--- src/rtl/zt_pkg.sv ---
package zt_pkg;
  localparam int BURST_W = 2;

  typedef enum logic {
    ORD_LINEAR     = 1'b0,
    ORD_INTERLEAVE = 1'b1
  } burst_ord_e;

  // low address bits of a burst beat
  function automatic logic [BURST_W-1:0] beat_low(
    input logic [BURST_W-1:0] base,
    input logic [BURST_W-1:0] cnt,
    input burst_ord_e         ord
  );
    return (ord == ORD_INTERLEAVE) ? (base ^ cnt) : (base + cnt);
  endfunction
endpackage

--- src/rtl/zt_burst_ctl.sv ---
module zt_burst_ctl #(
  parameter int ADDR_W = 6
) (
  input  logic              clk_i,
  input  logic              rst_ni,
  input  logic              ilv_i,
  input  logic              sel_i,
  input  logic              adv_i,
  input  logic              we_i,
  input  logic              sleep_i,
  input  logic [ADDR_W-1:0] addr_i,
  output logic              cmd_v_o,
  output logic              cmd_we_o,
  output logic [ADDR_W-1:0] cmd_addr_o
);
  import zt_pkg::*;
  localparam int BW = BURST_W;

  logic              act_q, wr_q;
  logic [ADDR_W-1:0] base_q;
  logic [BW-1:0]     cnt_q, cnt_nx;
  logic              start, cont;
  burst_ord_e        ord;

  assign ord    = ilv_i ? ORD_INTERLEAVE : ORD_LINEAR;
  assign start  = ~sleep_i & sel_i & ~adv_i;
  assign cont   = ~sleep_i & adv_i & act_q;
  assign cnt_nx = cnt_q + BW'(1);

  always_comb begin
    cmd_v_o    = start | cont;
    cmd_we_o   = start ? we_i : wr_q;
    cmd_addr_o = start ? addr_i
                       : {base_q[ADDR_W-1:BW], beat_low(base_q[BW-1:0], cnt_nx, ord)};
  end

  always_ff @(posedge clk_i or negedge rst_ni) begin
    if (!rst_ni) begin
      act_q  <= 1'b0;
      wr_q   <= 1'b0;
      base_q <= '0;
      cnt_q  <= '0;
    end else begin
      act_q <= start | cont;
      if (start) begin
        wr_q   <= we_i;
        base_q <= addr_i;
        cnt_q  <= '0;
      end else if (cont) begin
        cnt_q <= cnt_nx;
      end
    end
  end

  p_burst_page_r8: assert property (@(posedge clk_i) disable iff (!rst_ni)
    cont |-> (cmd_addr_o[ADDR_W-1:BW] == $past(cmd_addr_o[ADDR_W-1:BW]))
             && (cmd_we_o == $past(cmd_we_o)));

  p_sleep_close_r10: assert property (@(posedge clk_i) disable iff (!rst_ni)
    sleep_i |=> !act_q);
endmodule

--- src/rtl/zt_late_write.sv ---
module zt_late_write #(
  parameter int ADDR_W = 6,
  parameter int LANES  = 4
) (
  input  logic              clk_i,
  input  logic              rst_ni,
  input  logic              pipe_mode_i,
  input  logic              cmd_v_i,
  input  logic [ADDR_W-1:0] cmd_addr_i,
  input  logic [LANES-1:0]  cmd_be_i,
  output logic              com_v_o,
  output logic [ADDR_W-1:0] com_addr_o,
  output logic [LANES-1:0]  com_be_o
);
  localparam int STAGES = 2;
  localparam int FT_IDX = 0;
  localparam int PL_IDX = STAGES - 1;

  logic [STAGES-1:0] v_q;
  logic [ADDR_W-1:0] a_q [STAGES];
  logic [LANES-1:0]  b_q [STAGES];

  always_ff @(posedge clk_i or negedge rst_ni) begin
    if (!rst_ni) begin
      v_q <= '0;
      for (int i = 0; i < STAGES; i++) begin
        a_q[i] <= '0;
        b_q[i] <= '0;
      end
    end else begin
      v_q[0] <= cmd_v_i;
      a_q[0] <= cmd_addr_i;
      b_q[0] <= cmd_be_i;
      for (int i = 1; i < STAGES; i++) begin
        v_q[i] <= v_q[i-1];
        a_q[i] <= a_q[i-1];
        b_q[i] <= b_q[i-1];
      end
    end
  end

  assign com_v_o    = pipe_mode_i ? v_q[PL_IDX] : v_q[FT_IDX];
  assign com_addr_o = pipe_mode_i ? a_q[PL_IDX] : a_q[FT_IDX];
  assign com_be_o   = pipe_mode_i ? b_q[PL_IDX] : b_q[FT_IDX];

  p_commit_pipe_r4: assert property (@(posedge clk_i) disable iff (!rst_ni)
    pipe_mode_i && cmd_v_i |=> ##1 com_v_o);

  p_commit_flow_r4: assert property (@(posedge clk_i) disable iff (!rst_ni)
    !pipe_mode_i && cmd_v_i |=> com_v_o && com_addr_o == $past(cmd_addr_i));
endmodule

--- src/rtl/zt_mem_array.sv ---
module zt_mem_array #(
  parameter int ADDR_W = 6,
  parameter int LANES  = 4,
  parameter int LANE_W = 9
) (
  input  logic                    clk_i,
  input  logic                    we_i,
  input  logic [ADDR_W-1:0]       waddr_i,
  input  logic [LANES-1:0]        be_i,
  input  logic [LANES*LANE_W-1:0] wdata_i,
  input  logic [ADDR_W-1:0]       raddr_i,
  output logic [LANES*LANE_W-1:0] rdata_o
);
  localparam int DATA_W = LANES * LANE_W;
  localparam int DEPTH  = 1 << ADDR_W;

  logic [DATA_W-1:0] mem [DEPTH];

  always_ff @(posedge clk_i) begin
    if (we_i) begin
      for (int g = 0; g < LANES; g++) begin
        if (be_i[g]) mem[waddr_i][g*LANE_W +: LANE_W] <= wdata_i[g*LANE_W +: LANE_W];
      end
    end
  end

  assign rdata_o = mem[raddr_i];
endmodule

--- src/rtl/zt_read_path.sv ---
module zt_read_path #(
  parameter int ADDR_W = 6,
  parameter int LANES  = 4,
  parameter int LANE_W = 9
) (
  input  logic                    clk_i,
  input  logic                    rst_ni,
  input  logic                    pipe_mode_i,
  input  logic                    rd_v_i,
  input  logic [ADDR_W-1:0]       rd_addr_i,
  input  logic [LANES*LANE_W-1:0] arr_data_i,
  input  logic                    com_v_i,
  input  logic [ADDR_W-1:0]       com_addr_i,
  input  logic [LANES-1:0]        com_be_i,
  input  logic [LANES*LANE_W-1:0] wdata_i,
  input  logic                    oe_i,
  input  logic                    sleep_i,
  output logic [LANES*LANE_W-1:0] rdata_o,
  output logic                    rvalid_o
);
  localparam int DATA_W = LANES * LANE_W;

  logic              hit, ov_q, data_v, drive;
  logic [DATA_W-1:0] merged, od_q, data;

  // forward the write committing on this edge into the output register
  assign hit = com_v_i && (com_addr_i == rd_addr_i);

  for (genvar g = 0; g < LANES; g++) begin : g_lane
    assign merged[g*LANE_W +: LANE_W] = (hit && com_be_i[g]) ? wdata_i[g*LANE_W +: LANE_W]
                                                              : arr_data_i[g*LANE_W +: LANE_W];
  end

  always_ff @(posedge clk_i or negedge rst_ni) begin
    if (!rst_ni) begin
      ov_q <= 1'b0;
      od_q <= '0;
    end else begin
      ov_q <= rd_v_i;
      if (rd_v_i) od_q <= merged;
    end
  end

  assign data_v   = pipe_mode_i ? ov_q : rd_v_i;
  assign data     = pipe_mode_i ? od_q : arr_data_i;
  assign drive    = data_v & oe_i & ~sleep_i;
  assign rvalid_o = drive;
  assign rdata_o  = drive ? data : '0;

  p_oe_blank_r9: assert property (@(posedge clk_i) disable iff (!rst_ni)
    !oe_i |-> !rvalid_o && rdata_o == '0);

  p_sleep_blank_r10: assert property (@(posedge clk_i) disable iff (!rst_ni)
    sleep_i |-> !rvalid_o && rdata_o == '0);
endmodule

--- src/rtl/zt_sram.sv ---
module zt_sram #(
  parameter int ADDR_W = 6,
  parameter int LANES  = 4,
  parameter int LANE_W = 9
) (
  input  logic                    clk_i,
  input  logic                    rst_ni,
  input  logic                    pipe_mode_i,
  input  logic                    burst_ilv_i,
  input  logic                    ce0_i,
  input  logic                    ce1_i,
  input  logic                    ce2_i,
  input  logic                    adv_i,
  input  logic                    we_i,
  input  logic [ADDR_W-1:0]       addr_i,
  input  logic [LANES-1:0]        byte_en_i,
  input  logic [LANES*LANE_W-1:0] wdata_i,
  input  logic                    oe_i,
  input  logic                    sleep_i,
  output logic [LANES*LANE_W-1:0] rdata_o,
  output logic                    rvalid_o
);
  localparam int DATA_W = LANES * LANE_W;

  logic              sel, cmd_v, cmd_we;
  logic [ADDR_W-1:0] cmd_addr;
  logic              rd_v_q;
  logic [ADDR_W-1:0] rd_addr_q;
  logic              com_v;
  logic [ADDR_W-1:0] com_addr;
  logic [LANES-1:0]  com_be;
  logic [DATA_W-1:0] arr_data;

  assign sel = ce0_i & ce1_i & ce2_i;

  zt_burst_ctl #(.ADDR_W(ADDR_W)) u_burst (
    .clk_i, .rst_ni,
    .ilv_i      (burst_ilv_i),
    .sel_i      (sel),
    .adv_i, .we_i, .sleep_i, .addr_i,
    .cmd_v_o    (cmd_v),
    .cmd_we_o   (cmd_we),
    .cmd_addr_o (cmd_addr)
  );

  always_ff @(posedge clk_i or negedge rst_ni) begin
    if (!rst_ni) begin
      rd_v_q    <= 1'b0;
      rd_addr_q <= '0;
    end else begin
      rd_v_q <= cmd_v & ~cmd_we;
      if (cmd_v & ~cmd_we) rd_addr_q <= cmd_addr;
    end
  end

  zt_late_write #(.ADDR_W(ADDR_W), .LANES(LANES)) u_wpipe (
    .clk_i, .rst_ni, .pipe_mode_i,
    .cmd_v_i    (cmd_v & cmd_we),
    .cmd_addr_i (cmd_addr),
    .cmd_be_i   (byte_en_i),
    .com_v_o    (com_v),
    .com_addr_o (com_addr),
    .com_be_o   (com_be)
  );

  zt_mem_array #(.ADDR_W(ADDR_W), .LANES(LANES), .LANE_W(LANE_W)) u_mem (
    .clk_i,
    .we_i    (com_v),
    .waddr_i (com_addr),
    .be_i    (com_be),
    .wdata_i (wdata_i),
    .raddr_i (rd_addr_q),
    .rdata_o (arr_data)
  );

  zt_read_path #(.ADDR_W(ADDR_W), .LANES(LANES), .LANE_W(LANE_W)) u_rpath (
    .clk_i, .rst_ni, .pipe_mode_i,
    .rd_v_i     (rd_v_q),
    .rd_addr_i  (rd_addr_q),
    .arr_data_i (arr_data),
    .com_v_i    (com_v),
    .com_addr_i (com_addr),
    .com_be_i   (com_be),
    .wdata_i, .oe_i, .sleep_i, .rdata_o, .rvalid_o
  );

  p_pipe_lat_r2: assert property (@(posedge clk_i) disable iff (!rst_ni)
    pipe_mode_i && cmd_v && !cmd_we |=> ##1 (rvalid_o == (oe_i && !sleep_i)));

  p_flow_lat_r3: assert property (@(posedge clk_i) disable iff (!rst_ni)
    !pipe_mode_i && cmd_v && !cmd_we |=> (rvalid_o == (oe_i && !sleep_i)));

  p_desel_quiet_r1: assert property (@(posedge clk_i) disable iff (!rst_ni)
    !pipe_mode_i && !sel && !adv_i |=> !rvalid_o);
endmodule

--- config.mk ---
export PLATFORM = sky130hd
export DESIGN_NAME = zt_sram
export DESIGN_NICKNAME = d
export VERILOG_FILES = /design/src/rtl/zt_pkg.sv /design/src/rtl/zt_burst_ctl.sv /design/src/rtl/zt_late_write.sv /design/src/rtl/zt_mem_array.sv /design/src/rtl/zt_read_path.sv /design/src/rtl/zt_sram.sv
export SDC_FILE = /design/constraint.sdc
export NUM_CORES = 2
export LEC_CHECK = 0
export BUFFER_PORTS_ARGS = -buffer_cell sky130_fd_sc_hd__buf_2
export CAP_MARGIN = 5
export CORE_MARGIN = 2
export CORE_UTILIZATION = 31
export DETAILED_ROUTE_END_ITERATION = 12
export HOLD_SLACK_MARGIN = 0.03
export PLACE_DENSITY = 0.55
export SYNTH_ARGS = -nofsm -noshare
export SYNTH_HDL_FRONTEND = slang
export SYNTH_SLANG_ARGS = --single-unit
--- constraint.sdc ---
create_clock -name clk_i -period 5.2 [get_ports clk_i]
set_clock_uncertainty 0.05 [all_clocks]
set_input_delay 0.78 -clock clk_i [delete_from_list [all_inputs] [get_ports clk_i]]
set_output_delay 0.78 -clock clk_i [all_outputs]
set_load 0.02 [all_outputs]
; ---- Yosys cells after proc, flatten, opt, wreduce, memory -nomap -nowiden
; Memories as Yosys holds them, arrays and structs flattened.
; Cells that the tools add are included.
[totals]
ramBits = 2304
ff_bits = 76
memories = 1
in_bits = 57
[mem_list]
columns = memory, words, width, read_ports, rd_ports_with_merged_regs, write_ports, line
row1 = u_mem.mem, 64, 36, 1, 0, 1, zt_mem_array.sv:17  ; logic [DATA_W-1:0] mem [DEPTH];
[op_classes]
n_addsub = 2
n_eq_ne = 1
muxes = 28
reduce_logical = 6
bitwise = 15
[op_table]
columns = operator, n
row1 = 36-bit 2-to-1 mux, 2
row2 = 9-bit 2-to-1 mux, 4
row3 = 1-bit 2-to-1 mux, 16
row4 = 6-bit 2-to-1 mux, 2
row5 = 1-bit AND, 10
row6 = 6-bit == test, 1
row7 = 2-bit 2-to-1 mux, 3
row8 = 1-bit logical AND, 5
row9 = 4-bit 2-to-1 mux, 1
row10 = 1-bit NOT, 3
row11 = "2-bit by 1-bit adder with 2-bit output, second input constant", 1
row12 = 2-bit adder, 1
row13 = 2-bit nonzero test, 1
row14 = 2-bit bitwise XOR, 1
row15 = 1-bit OR, 1

; ---- Depth between registers and ports, before layout
[logic_depth]
ltp_word = 7
depth_mapped = 9
ltp_nobuf = 7

; ---- Hierarchy
; Synthesis repeated with hierarchy kept, for this count alone.
[unflattened]
hier_cells = 4457
area_unflattened_um2 = 92802.8
[modules_own_cells]
columns = module, area_each_um2, cells_per_inst, instances
row1 = zt_mem_array, 88532.4, 4029, 1
row2 = zt_read_path, 2743.9, 341, 1
row3 = zt_late_write, 723.2, 34, 1
row4 = zt_burst_ctl, 499.2, 36, 1
row5 = zt_sram, 304.0, 17, 1

; ---- Least setup slack after synthesis
; No wires, ideal clock.
[synth_timing]
kind = input to output
startpoint = input port pipe_mode_i
endpoint = output port rdata_o[10]
stages = 6
arrival_time_ps = 2260
slack_ps = 2110
path_buffers = 4
t_required_ps = 4370
path_cell_list = buf_4 > clkbuf_1 > clkbuf_1 > clkbuf_1 > nand2_1 > o22ai_1
[synth_between]
elab_chain_len = 4
[synth_lines]
columns = item, line
row1 = start: declaration, zt_sram.sv:8  ; input logic pipe_mode_i,
row2 = 1-bit 2-to-1 mux, zt_read_path.sv:44  ; assign data_v = pipe_mode_i ? ov_q : rd_v_i;
row3 = 1-bit AND (2 in a row), zt_read_path.sv:46  ; assign drive = data_v & oe_i & ~sleep_i;
row4 = 36-bit 2-to-1 mux *, zt_read_path.sv:48  ; assign rdata_o = drive ? data : '0;
row5 = end: declaration, zt_sram.sv:20  ; output logic [LANES*LANE_W-1:0] rdata_o,
; Mark *: on every way between the ends. The rest lies on a longest branch, timed or not.

; ---- Worst setup path after layout
[layout_timing]
startpoint = register rd_addr_q[0]
endpoint = output port rdata_o[2]
[layout_between]
elab_chain_len = 3
[layout_lines]
columns = item, line
row1 = start: declaration, zt_sram.sv:28  ; logic [ADDR_W-1:0] rd_addr_q;
row2 = start signal: assignment, zt_sram.sv:52  ; if (cmd_v & ~cmd_we) rd_addr_q <= cmd_addr;
row3 = memory read 64 x 36 bit, n/a
row4 = 36-bit 2-to-1 mux, zt_read_path.sv:45  ; assign data = pipe_mode_i ? od_q : arr_data_i;
row5 = 36-bit 2-to-1 mux, zt_read_path.sv:48
; No other way between the ends.

==> flow_summary.yaml <==
final_layout:
  final_common_cell: "edfxtp_1"
  final_core_util_pct: 36.2
  final_cell_mix: "edfxtp_1 (2,304), mux4_2 (574), buf_4 (319)"
  nets: 4780
  area_growth_pct: 16.0
  drive_gt1_share_pct: 30.0
timing:
  min_period_ps: 4900
  timing_worst_slew_pin_value_ps: 1140
  rsz0062_at_grt: "no"
  setup_tns_ps: 0
  slew_violations: 0
  setup_viol: 0
  period_share_pct: 94.2
  max_freq_mhz: 204
  final_hold_viol_count: 0
  relSlewSlack_pct: 23.6
clock_tree:
  cts_sinks: 2380
  cts_tree: "done"
  ctsHtreeMaxLevel: 4
  clk_pin_slew_ps: 60
  clockRootBuffer: "clkbuf_16"
  numCtsBuffers: 230
  clk-insertion-delay-late_ps: 880
  clockBufferDepth: 3
critical_path:
  reg2reg_depth: 4
  worstSetupStartpoint: "rd_addr_q[0]"
  r2r_slack_ps: 1780
  r2r_start: "u_wpipe.v_q[1]"
  arrival_ps: 4070
  rr_endpoint: "u_mem.mem[33][22]"
  worstSetupPathType: "flip-flop to primary output"
  end_kind: "primary output"
  startpoint_type: "flip-flop"
  cp_max_fo: 17
  cp_data_required_time_ps: 4370
global_route:
  track_usage_pct: 15.4
  grt_overflow: 0
  grt_max_degree: 81
  grt_pass1_wl_um: 338000
  antenna_found_initial: 12
  grt_pass1_vias: 46033
synthesis:
  syn_avg_cell_area_um2: 21.4
  synth_top_area_share_pct: 75.2
  synth.distinct_cells: 53
  yosys_warnings: 0
  synth_edf_count: 2304
  synth.cell_area_um2: 92000
  ys_seq_area_share_pct: 77.3
  synth_ff_type: "edfxtp_1"
  yosysTopAreaCell: "edfxtp_1"
  ys_async_sr_fraction_pct: 3.19
  yosys-top-cells-area: "edfxtp_1 (75%), mux4_2 (14%), dfrtp_1 (2.1%), a22oi_1 (2.0%), nor2_1 (1.1%)"
  synth-seq-cells: 2380
  synthesis.nets: 4360
  synth_cells: 4302
run_status:
  status: "completed"
min_path:
  hp-start: "addr_i[0]"
  whs_path_depth: 2
  hold_end: "u_burst.base_q[0]"
  hp-class: "input pin to flip-flop"
route:
  viasPerCell: 5.09
  ant_nets: 0
  drc: 0
  wl_per_cell_um: 26.8
  first_iter_violations: 4515
  drt_wl_total_um: 237000
  via_count: 45032
  dr.pass1.iters: 5
floorplan:
  core-area_um2: 295000
  rows: 199
  fp.dieH_um: 549
  dieWidth_um: 549
  die_area_um2: 301000
  start_util_pct: 31.2
  ios: 94
placement:
  dp_hpwl_um: 143000
  portBuffers: 93
  gp_congestion: 0.774
flow_run:
  cap_violations: 0
pwr:
  p_leak_nw: 33.1
  max-vdd-ir-drop_mv: 0.376
  p_per_area_nw_per_um2: 468
==> cell usage after synthesis, types with 2 or more instances <==
master and number:
a22oi_1 246, a21oi_1 141, nor4_2 35, mux2i_1 12, a221oi_1 2, nor2_1 268
and2_1 3, a22oi_2 35, o32ai_1 3, nand4_2 4, inv_1 50, buf_6 27
buf_2 42, clkbuf_1 113, o22ai_1 36, or2_2 3, nand2b_1 5, mux4_2 574
mux2_2 20, xnor2_1 9, clkbuf_2 3, nand2_1 109, o32ai_2 3, nand3_1 29
nor3_1 2, a2111oi_0 2, a31o_2 4, buf_1 66, a22o_1 4, dfrtp_1 76
buf_4 10, o21ai_0 2, o221ai_1 36, edfxtp_1 2304, nor2b_1 6
==> metrics by stage <==
stage | cells | cell area (µm²) | total power, mW | setup slack [ps] | hold WS, ps
floorplan | 4302 | 92000 | 29.9 | 2110 | 297
global placement | 8397 | 99100 | 33.8 | 729 | 336
detailed placement | 8397 | 99100 | 33.9 | 726 | 339
CTS | 8841 | 107000 | 50.5 | 33.4 | 39.6
global route | 8843 | 107000 | 51.8 | 128 | 67.9
finish | 8846 | 107000 | 49.9 | 302 | 111
==> what timing repair did <==
| item | 4_1_cts | 5_1_grt |
|---|---|---|
| setup endpoints to repair | 26 | 3 |
| hold buffers | 6 | 0 |
| gates cloned | 1 | 0 |
| setup buffers | 4 | 1 |
| resized for setup | 1 | 0 |
| pin swaps | 1 | 0 |
| endpoints found under the hold margin | 37 | 0 |
==> kinds of logic (layout without fill, tap and decap cells) <==
logic type	count (synthesis)	count (layout)	synth area share (%)
other cells	0	4	0
buf+inv	312	932	1.61
compound gates	520	520	4.10
fa+ha+maj	1	1	0.0136
simple gates	473	474	2.45
mux	606	606	14.4
flops	2380	2380	77.3
xor+xnor	10	10	0.0952
==> worst max-delay path, stage by stage, from the launching register on <==
cell and delay (ps):
dfrtp_4 440, buf_12 160, buf_12 180, buf_4 370, mux4_2 580, a22oi_1 380, a21oi_1 180, nor4_2 410
o22ai_1 250, buf_2 220
==> worst max path at each step <==
stage,end,cells after the start
after floorplan,rdata_o[10],6
after global placement,rdata_o[3],8
after detailed placement,rdata_o[3],8
after CTS,rdata_o[19],9
after global routing,rdata_o[2],9
final,rdata_o[2],9
==> report_power, final <==
part           leakage, nW  switching, mW  total [mW]  internal, mW
clock network         3.64           7.25        16.5          9.26
registers             21.6          0.229        21.5          21.2
logic                 7.84           6.77        11.9          5.18
total                 33.1           14.3        49.9          35.7
==> flip-flops by register name, summed over array words and instances, names as in the netlist, 2 cells and up <==
name            count
u_wpipe.b_q         8
u_wpipe.a_q        12
u_mem.mem        2304
rd_addr_q           6
u_burst.cnt_q       2
u_wpipe.v_q         2
u_burst.base_q      6
u_rpath.od_q       36
==> area by class of cell <==
class                           count  area [µm²]
Fill cell                       26913      188000
Multi-Input combinational cell   1611       19500
Inverter                           50         188
Tap cell                         3919        4900
Clock buffer                      293        6090
Timing Repair Buffer              449        3570
Clock inverter                    140        1380
Sequential cell                  2380       71100
Antenna cell                        4        10.0
==> metal layers <==
layer	vias up	share of wire, %	GRT usage (%)
li1	18923	-	-
met1	24203	42	20.9
met2	1565	49	25.7
met3	329	6.4	2.68
met4	12	2.5	4.32
met5	-	0.034	0
No activity file was read; power rests on OpenSTA's default activity.
